==> config.mk <==
export PLATFORM = sky130hd
export DESIGN_NAME = pcm_playout
export DESIGN_NICKNAME = d
export VERILOG_FILES = /design/src/rtl/pcm_play_pkg.sv /design/src/rtl/pcm_play_ctrl.sv /design/src/rtl/pcm_play_dp.sv /design/src/rtl/pcm_playout.sv
export SDC_FILE = /design/constraint.sdc
export NUM_CORES = 1
export LEC_CHECK = 0
export CAP_MARGIN = 20
export CORE_MARGIN = 2
export CORE_UTILIZATION = 45
export CTS_CLUSTER_DIAMETER = 50
export DETAILED_ROUTE_END_ITERATION = 12
export GPL_TIMING_DRIVEN = 0
export SETUP_SLACK_MARGIN = 0.15
export SKIP_CTS_REPAIR_TIMING = 1
export SLEW_MARGIN = 40
export SYNTH_ARGS = -nofsm -noshare
export SYNTH_HDL_FRONTEND = slang
export SYNTH_SLANG_ARGS = --single-unit
==> constraint.sdc <==
create_clock -name clk -period 19.4 [get_ports clk]
set_input_delay 2.91 -clock clk [delete_from_list [all_inputs] [get_ports clk]]
set_output_delay 2.91 -clock clk [all_outputs]
set_load 0.02 [all_outputs]
==> src/rtl/pcm_play_pkg.sv <==
package pcm_play_pkg;

  typedef enum logic [1:0] {
    PAD_SILENCE = 2'd0,
    PAD_REPEAT  = 2'd1,
    PAD_CONST   = 2'd2,
    PAD_RSVD    = 2'd3
  } padKind_t;

  // strobes from control to datapath for one slot
  typedef struct packed {
    logic       fire;
    logic       useData;
    padKind_t   padSel;
    logic       inLaw;
    logic       outLaw;
    logic [7:0] constByte;
    logic [7:0] lastByte;
  } dpCtl_t;

  function automatic logic [7:0] silenceOf(input logic law);
    return law ? 8'hD5 : 8'hFF;
  endfunction

  function automatic logic signed [15:0] expandMu(input logic [7:0] b);
    logic [7:0]  u;
    logic [15:0] t;
    u = ~b;
    t = {8'd0, ({1'b0, u[3:0], 3'b000} + 8'h84)} << u[6:4];
    return u[7] ? signed'(16'h0084 - t) : signed'(t - 16'h0084);
  endfunction

  function automatic logic signed [15:0] expandA(input logic [7:0] b);
    logic [7:0]  a;
    logic [15:0] t;
    a = b ^ 8'h55;
    t = {8'd0, a[3:0], 4'b0000};
    if (a[6:4] == 3'd0) t = t + 16'd8;
    else                t = (t + 16'h0108) << (a[6:4] - 3'd1);
    return a[7] ? signed'(t) : -signed'(t);
  endfunction

  function automatic logic [7:0] compressMu(input logic signed [15:0] x);
    logic signed [15:0] p;
    logic [15:0] m;
    logic [7:0]  mask;
    logic [3:0]  seg;
    p = x >>> 2;
    if (p < 0) begin p = -p; mask = 8'h7F; end
    else       mask = 8'hFF;
    if (p > 16'sd8159) p = 16'sd8159;
    m = unsigned'(p) + 16'd33;
    seg = 4'd8;
    for (int i = 7; i >= 0; i--) if (m < (16'd64 << i)) seg = 4'(i);
    if (seg[3]) return 8'h7F ^ mask;
    return {1'b0, seg[2:0], 4'(m >> (seg + 4'd1))} ^ mask;
  endfunction

  function automatic logic [7:0] compressA(input logic signed [15:0] x);
    logic signed [15:0] p;
    logic [15:0] m;
    logic [7:0]  mask;
    logic [3:0]  seg;
    p = x >>> 3;
    if (p >= 0) mask = 8'hD5;
    else begin mask = 8'h55; p = -p - 16'sd1; end
    m = unsigned'(p);
    seg = 4'd8;
    for (int i = 7; i >= 0; i--) if (m < (16'd32 << i)) seg = 4'(i);
    if (seg[3]) return 8'h7F ^ mask;
    if (seg < 4'd2) return {1'b0, seg[2:0], 4'(m >> 1)} ^ mask;
    return {1'b0, seg[2:0], 4'(m >> seg)} ^ mask;
  endfunction

  function automatic logic [7:0] translate(input logic [7:0] b, input logic inL,
                                           input logic outL);
    logic signed [15:0] lin;
    if (inL == outL) return b;
    lin = inL ? expandA(b) : expandMu(b);
    return outL ? compressA(lin) : compressMu(lin);
  endfunction

endpackage

==> src/rtl/pcm_play_ctrl.sv <==
module pcm_play_ctrl
  import pcm_play_pkg::*;
#(
  parameter int CH_W    = 3,
  parameter int DEPTH_W = 3
) (
  input  logic                     clk,
  input  logic                     rstN,
  input  logic                     cfgWe,
  input  logic [CH_W-1:0]          cfgCh,
  input  logic                     cfgInLaw,
  input  logic                     cfgOutLaw,
  input  logic [1:0]               cfgPadType,
  input  logic [7:0]               cfgConst,
  input  logic                     wrEn,
  input  logic [CH_W-1:0]          wrCh,
  input  logic                     slotEn,
  input  logic [CH_W-1:0]          slotCh,
  input  logic                     headTag,
  input  logic [1:0]               headPad,
  input  logic [7:0]               xlatByte,
  output logic                     wrAccept,
  output logic [CH_W+DEPTH_W-1:0]  wrAddr,
  output logic [CH_W+DEPTH_W-1:0]  rdAddr,
  output dpCtl_t                   ctl,
  output logic [7:0]               idleMs
);
  localparam int NUM_CH = 1 << CH_W;
  localparam int DEPTH  = 1 << DEPTH_W;
  localparam int PTR_W  = DEPTH_W + 1;

  logic [PTR_W-1:0] rdPtr   [NUM_CH];
  logic [PTR_W-1:0] wrPtr   [NUM_CH];
  logic             inLaw   [NUM_CH];
  logic             outLaw  [NUM_CH];
  padKind_t         padType [NUM_CH];
  logic [7:0]       constB  [NUM_CH];
  logic [7:0]       lastB   [NUM_CH];
  logic [7:0]       idle    [NUM_CH];
  logic [2:0]       subCnt  [NUM_CH];

  logic             empty, isMarker, isData;
  logic [PTR_W-1:0] occWr;
  logic [7:0]       nextIdle;

  always_comb begin
    occWr    = wrPtr[wrCh] - rdPtr[wrCh];
    wrAccept = wrEn && (occWr != PTR_W'(DEPTH));
    wrAddr   = {wrCh, wrPtr[wrCh][DEPTH_W-1:0]};
    rdAddr   = {slotCh, rdPtr[slotCh][DEPTH_W-1:0]};
    empty    = (rdPtr[slotCh] == wrPtr[slotCh]);
    isMarker = !empty && headTag;
    isData   = !empty && !headTag;

    ctl.fire      = slotEn;
    ctl.useData   = isData;
    ctl.padSel    = isMarker ? padKind_t'(headPad) : padType[slotCh];
    ctl.inLaw     = inLaw[slotCh];
    ctl.outLaw    = outLaw[slotCh];
    ctl.constByte = constB[slotCh];
    ctl.lastByte  = lastB[slotCh];

    nextIdle = idle[slotCh];
    if (subCnt[slotCh] == 3'd7 && idle[slotCh] != 8'hFF) nextIdle = idle[slotCh] + 8'd1;
  end

  always_ff @(posedge clk) begin
    if (!rstN) begin
      for (int c = 0; c < NUM_CH; c++) begin
        rdPtr[c]   <= '0;
        wrPtr[c]   <= '0;
        inLaw[c]   <= 1'b0;
        outLaw[c]  <= 1'b0;
        padType[c] <= PAD_SILENCE;
        constB[c]  <= 8'hFF;
        lastB[c]   <= 8'hFF;
        idle[c]    <= '0;
        subCnt[c]  <= '0;
      end
      idleMs <= '0;
    end else begin
      if (wrAccept) wrPtr[wrCh] <= wrPtr[wrCh] + 1'b1;
      if (slotEn) begin
        if (!empty) rdPtr[slotCh] <= rdPtr[slotCh] + 1'b1;
        if (isMarker) padType[slotCh] <= padKind_t'(headPad);
        if (isData) begin
          lastB[slotCh]  <= xlatByte;
          idle[slotCh]   <= '0;
          subCnt[slotCh] <= '0;
          idleMs         <= '0;
        end else begin
          subCnt[slotCh] <= subCnt[slotCh] + 3'd1;
          idle[slotCh]   <= nextIdle;
          idleMs         <= nextIdle;
        end
      end
      if (cfgWe) begin
        inLaw[cfgCh]   <= cfgInLaw;
        outLaw[cfgCh]  <= cfgOutLaw;
        padType[cfgCh] <= padKind_t'(cfgPadType);
        constB[cfgCh]  <= cfgConst;
        lastB[cfgCh]   <= silenceOf(cfgOutLaw);
      end
    end
  end

  // a buffer never holds more than DEPTH entries
  p_buffer_bound_r7: assert property (@(posedge clk) disable iff (!rstN)
    (wrPtr[wrCh] - rdPtr[wrCh]) <= PTR_W'(DEPTH));

  // a consumed marker becomes the channel's padding type
  p_marker_sets_type_r5: assert property (@(posedge clk) disable iff (!rstN)
    (slotEn && isMarker && !(cfgWe && cfgCh == slotCh))
      |=> padType[$past(slotCh)] == padKind_t'($past(headPad)));

  // a saturated idle count stays at 255 across padding slots
  p_idle_saturates_r6: assert property (@(posedge clk) disable iff (!rstN)
    (slotEn && !isData && idle[slotCh] == 8'hFF) |=> idleMs == 8'hFF);

endmodule

==> src/rtl/pcm_play_dp.sv <==
module pcm_play_dp
  import pcm_play_pkg::*;
#(
  parameter int CH_W    = 3,
  parameter int DEPTH_W = 3
) (
  input  logic                     clk,
  input  logic                     rstN,
  input  logic                     wrAccept,
  input  logic [CH_W+DEPTH_W-1:0]  wrAddr,
  input  logic [8:0]               wrEntry,
  input  logic [CH_W+DEPTH_W-1:0]  rdAddr,
  input  dpCtl_t                   ctl,
  output logic                     headTag,
  output logic [1:0]               headPad,
  output logic [7:0]               xlatByte,
  output logic                     outValid,
  output logic [7:0]               outByte
);
  localparam int ENTRIES = 1 << (CH_W + DEPTH_W);

  logic [8:0] bufMem [ENTRIES];
  logic [8:0] headEntry;
  logic [7:0] padByte;

  always_ff @(posedge clk) begin
    if (wrAccept) bufMem[wrAddr] <= wrEntry;
  end

  always_comb begin
    headEntry = bufMem[rdAddr];
    headTag   = headEntry[8];
    headPad   = headEntry[1:0];
    xlatByte  = translate(headEntry[7:0], ctl.inLaw, ctl.outLaw);
    case (ctl.padSel)
      PAD_REPEAT: padByte = ctl.lastByte;
      PAD_CONST:  padByte = ctl.constByte;
      default:    padByte = silenceOf(ctl.outLaw);
    endcase
  end

  always_ff @(posedge clk) begin
    if (!rstN) begin
      outValid <= 1'b0;
      outByte  <= '0;
    end else begin
      outValid <= ctl.fire;
      if (ctl.fire) outByte <= ctl.useData ? xlatByte : padByte;
    end
  end

  // silence padding follows the output law
  p_silence_law_r4: assert property (@(posedge clk) disable iff (!rstN)
    (ctl.fire && !ctl.useData && ctl.padSel == PAD_SILENCE)
      |=> outByte == ($past(ctl.outLaw) ? 8'hD5 : 8'hFF));

  // equal laws pass the stored byte through untouched
  p_pass_through_r3: assert property (@(posedge clk) disable iff (!rstN)
    (ctl.fire && ctl.useData && ctl.inLaw == ctl.outLaw)
      |=> outByte == $past(headEntry[7:0]));

endmodule

==> src/rtl/pcm_playout.sv <==
module pcm_playout
  import pcm_play_pkg::*;
#(
  parameter int CH_W    = 3,
  parameter int DEPTH_W = 3
) (
  input  logic            clk,
  input  logic            rstN,
  input  logic            cfgWe,
  input  logic [CH_W-1:0] cfgCh,
  input  logic            cfgInLaw,
  input  logic            cfgOutLaw,
  input  logic [1:0]      cfgPadType,
  input  logic [7:0]      cfgConst,
  input  logic            wrEn,
  input  logic [CH_W-1:0] wrCh,
  input  logic            wrMarker,
  input  logic [7:0]      wrData,
  input  logic            slotEn,
  input  logic [CH_W-1:0] slotCh,
  output logic            outValid,
  output logic [7:0]      outByte,
  output logic [7:0]      outIdleMs
);
  localparam int AW = CH_W + DEPTH_W;

  dpCtl_t        ctl;
  logic          wrAccept, headTag;
  logic [1:0]    headPad;
  logic [7:0]    xlatByte;
  logic [AW-1:0] wrAddr, rdAddr;

  pcm_play_ctrl #(.CH_W(CH_W), .DEPTH_W(DEPTH_W)) u_ctrl (
    .clk(clk), .rstN(rstN),
    .cfgWe(cfgWe), .cfgCh(cfgCh), .cfgInLaw(cfgInLaw), .cfgOutLaw(cfgOutLaw),
    .cfgPadType(cfgPadType), .cfgConst(cfgConst),
    .wrEn(wrEn), .wrCh(wrCh), .slotEn(slotEn), .slotCh(slotCh),
    .headTag(headTag), .headPad(headPad), .xlatByte(xlatByte),
    .wrAccept(wrAccept), .wrAddr(wrAddr), .rdAddr(rdAddr), .ctl(ctl),
    .idleMs(outIdleMs)
  );

  pcm_play_dp #(.CH_W(CH_W), .DEPTH_W(DEPTH_W)) u_dp (
    .clk(clk), .rstN(rstN),
    .wrAccept(wrAccept), .wrAddr(wrAddr), .wrEntry({wrMarker, wrData}),
    .rdAddr(rdAddr), .ctl(ctl),
    .headTag(headTag), .headPad(headPad), .xlatByte(xlatByte),
    .outValid(outValid), .outByte(outByte)
  );

  // output strobe only follows a served slot
  p_valid_after_slot_r9: assert property (@(posedge clk) disable iff (!rstN)
    outValid |-> $past(slotEn));

endmodule

==> impl_metrics.json <==
{
  "ys.flop_type": "edfxtp_1",
  "start_kind": "input port",
  "htreeDepth": 3,
  "numPortBuffers": 44,
  "overflow": 0,
  "totalPowerFinal_mw": 6.22,
  "grt_max_degree": 59,
  "nets": 3835,
  "die_w_um": 314,
  "drt_pass1_iterations": 5,
  "combPwrFrac": 0.319,
  "hpwl_mm": 120,
  "synth_compound_area_frac": 0.138,
  "fin_area_um2": 49500,
  "antenna_found_initial": 4,
  "p_seq_frac": 0.352,
  "drt_iter0_drc": 5808,
  "cts_buffers": 104,
  "r2r-end": "u_ctrl.lastB[7][3]",
  "rsz0062_at_grt": "false",
  "rrSetupSlack_ps": 4090,
  "fillers": 8249,
  "max_stage_delay_ps": 670,
  "swShare": 0.351,
  "ys_ff_latch": 905,
  "endpoint": "u_ctrl.lastB[7][3]",
  "max_freq_mhz": 55.5,
  "fin_tns_setup_ps": 0,
  "crit_path_top_delay_cell": "nor3_2",
  "fin_crit_sh": 0.930,
  "gp_congestion": 0.981,
  "synth_xor_area_frac": 0.0105,
  "worst_hold_path_type": "flip-flop to flip-flop",
  "rows": 113,
  "power.internal_mw": 4.03,
  "layout_min_cycle_time_ps": 18030,
  "grt_pass1_wl_mm": 239,
  "netlist_instances": 3602,
  "crit_required_ps": 19780,
  "die_h_um": 314,
  "cts.sink_count": 905,
  "post_drt_wl_per_cell_um": 33.5,
  "p_leak_nw": 16.5,
  "synthMuxAreaShare": 0.0605,
  "cts_tree": "done",
  "io_pins": 52,
  "status": "finished, final reports clean",
  "viasPerCell": 6.74,
  "cp-end-kind": "flip-flop",
  "finalMaxSlewViolations": 0,
  "synth_nets": 3664,
  "clk_latency_ps": 690,
  "synth_fa_ha_area_frac": 0.00782,
  "worst_hold_slack_ps": 458,
  "netlist_area_um2": 43200,
  "final_common_cell": "edfxtp_1",
  "core_um2": 95200,
  "cap_violations": 0,
  "worst_pin_slew_ps": 1010,
  "ant_nets": 0,
  "synth_edf_count": 832,
  "clkTransAtPathRegs_ps": 60,
  "setup_ws_ps": 1370,
  "start_util": 0.454,
  "worst_clock_skew_ps": 32.7,
  "switching_power_mw": 2.18,
  "async_reset_ff_frac": 0,
  "final-hold-violation-count": 0,
  "synth_simple_gate_area_frac": 0.144,
  "clk_path_buf_depth": 3,
  "drc": 0,
  "synth_top_family_by_area": "simple AND/OR/NAND/NOR gates",
  "drive_above_1_share": 0.135,
  "yosys_warnings": 0,
  "grt_use_total": 0.342,
  "critical_path_class": "input port to flip-flop",
  "power_density_nw_per_um2": 126,
  "placed_cell_area_um2": 45900,
  "synth_cell_types": 109,
  "die-area_um2": 98500,
  "syn_area_per_cell_um2": 12.0,
  "cp.arrival_ps": 18410,
  "crit_start": "slotCh[0]",
  "relSlewSlack": 0.323,
  "yosysSeqAreaShare": 0.612,
  "mostFrequentLayoutCells": "edfxtp_1, nand2_1, nor2_1, mux2i_1, nand3_1",
  "power.share.clock": 0.329,
  "cts_root_buffer": "clkbuf_16",
  "routed-via-count": 34500,
  "hold_depth": 2,
  "syn2layout_area_growth_pct": 14.6,
  "r2r_cells": 57,
  "finalSetupViolCount": 0,
  "crit_fanout": 13,
  "vdd_drop_max_mv": 0.133,
  "routed_wl_mm": 171,
  "grt_pass1_vias": 31700,
  "r2r-start": "u_ctrl.rdPtr[6][1]",
  "dp_slack_ps": 1250
}
-- per-layer routing --
layer / global-route usage / share of wire / up-vias
met4: 0.143 / 0.049 / 8
met5: 0 / 0.00031 / -
met3: 0.0887 / 0.13 / 425
met2: 0.508 / 0.43 / 2527
met1: 0.477 / 0.39 / 17200
li1: - / - / 14300
-- worst max-delay path, delay by kind of cell --
family / cells / cell delay, ps
buffers and inverters: 20 / 5300
AO/OA/AOI/OAI: 18 / 5180
AND/OR/NAND/NOR: 15 / 3590
adder cells (fa/ha/maj): 5 / 980
multiplexers: 1 / 350
-- cells in the mapped netlist (37+ instances only) --
master,n,area share
o22ai_1,37,0.0054
xnor2_1,39,0.0079
clkbuf_1,130,0.011
and3_1,71,0.010
mux2i_1,146,0.034
nor2_1,379,0.033
nand2_1,396,0.034
o211ai_1,40,0.0069
a211oi_1,48,0.0083
dfxtp_1,73,0.034
nor3_1,65,0.0075
nand2b_1,42,0.0061
buf_2,45,0.0052
a22oi_1,100,0.017
or3_1,61,0.0088
a21oi_1,108,0.013
o21ai_0,95,0.011
edfxtp_1,832,0.58
inv_1,39,0.0034
nand3_1,133,0.015
-- worst min-delay path by stage --
stage,start,end,slack [ps]
after floorplan,u_ctrl.outLaw[6],u_ctrl.outLaw[6],430
after global placement,u_ctrl.outLaw[7],u_ctrl.outLaw[7],440
after detailed placement,u_ctrl.outLaw[7],u_ctrl.outLaw[7],450
after CTS,u_ctrl.outLaw[7],u_ctrl.outLaw[7],460
after global routing,u_ctrl.idleMs[3],u_ctrl.idleMs[3],490
final,u_ctrl.inLaw[1],u_ctrl.inLaw[1],460
-- through the flow --
stage                util  std cells
finish              0.520       5121
detailed placement  0.483       4930
CTS                 0.520       5117
global placement    0.475       4911
floorplan               -       3602
global route        0.520       5119
-- layout make-up --
cell class | count | area, um^2 | area share
clock buffers | 126 | 2770 | 0.0559
repair buffers | 65 | 694 | 0.0140
plain buffers | 222 | 1050 | 0.0212
flip-flops and latches | 905 | 26400 | 0.534
inverters | 44 | 168 | 0.00339
diodes | 2 | 5.00 | 0.000101
well taps | 1265 | 1580 | 0.0320
clock inverters | 61 | 759 | 0.0153
multi-input cells | 2431 | 16000 | 0.324
-- power by group through the flow --
stage	Combinational (mW)	Sequential, mW	Clock (mW)
finish	1.98	2.19	2.05
global route	2.10	2.19	2.12
CTS	1.91	2.19	2.04
detailed placement	1.90	2.23	0
global placement	1.90	2.23	0
floorplan	1.30	2.23	0
-- cells by family (layout without fill, tap and decap cells) --
logic type                 count (synthesis)  in the layout
DFF                                      905            905
xor gates and xnor gates                  52             52
adders and majority gates                 27             27
buffers and inverters                    266            518
muxes                                    217            217
other                                      0              2
and+or+nand+nor                         1315           1315
AOI/OAI and AO/OA                        820            820
-- state kept, by name (all words and copies together) (netlist names), 8 cells and up --
name,count
u_ctrl.inLaw,8
u_ctrl.lastB,64
u_dp.outByte,8
u_ctrl.idleMs,8
u_ctrl.subCnt,24
u_ctrl.outLaw,8
u_ctrl.wrPtr,32
u_ctrl.padType,16
u_ctrl.idle,64
u_dp.bufMem,576
u_ctrl.rdPtr,32
u_ctrl.constB,64
Power figures use the tool's default switching activity.
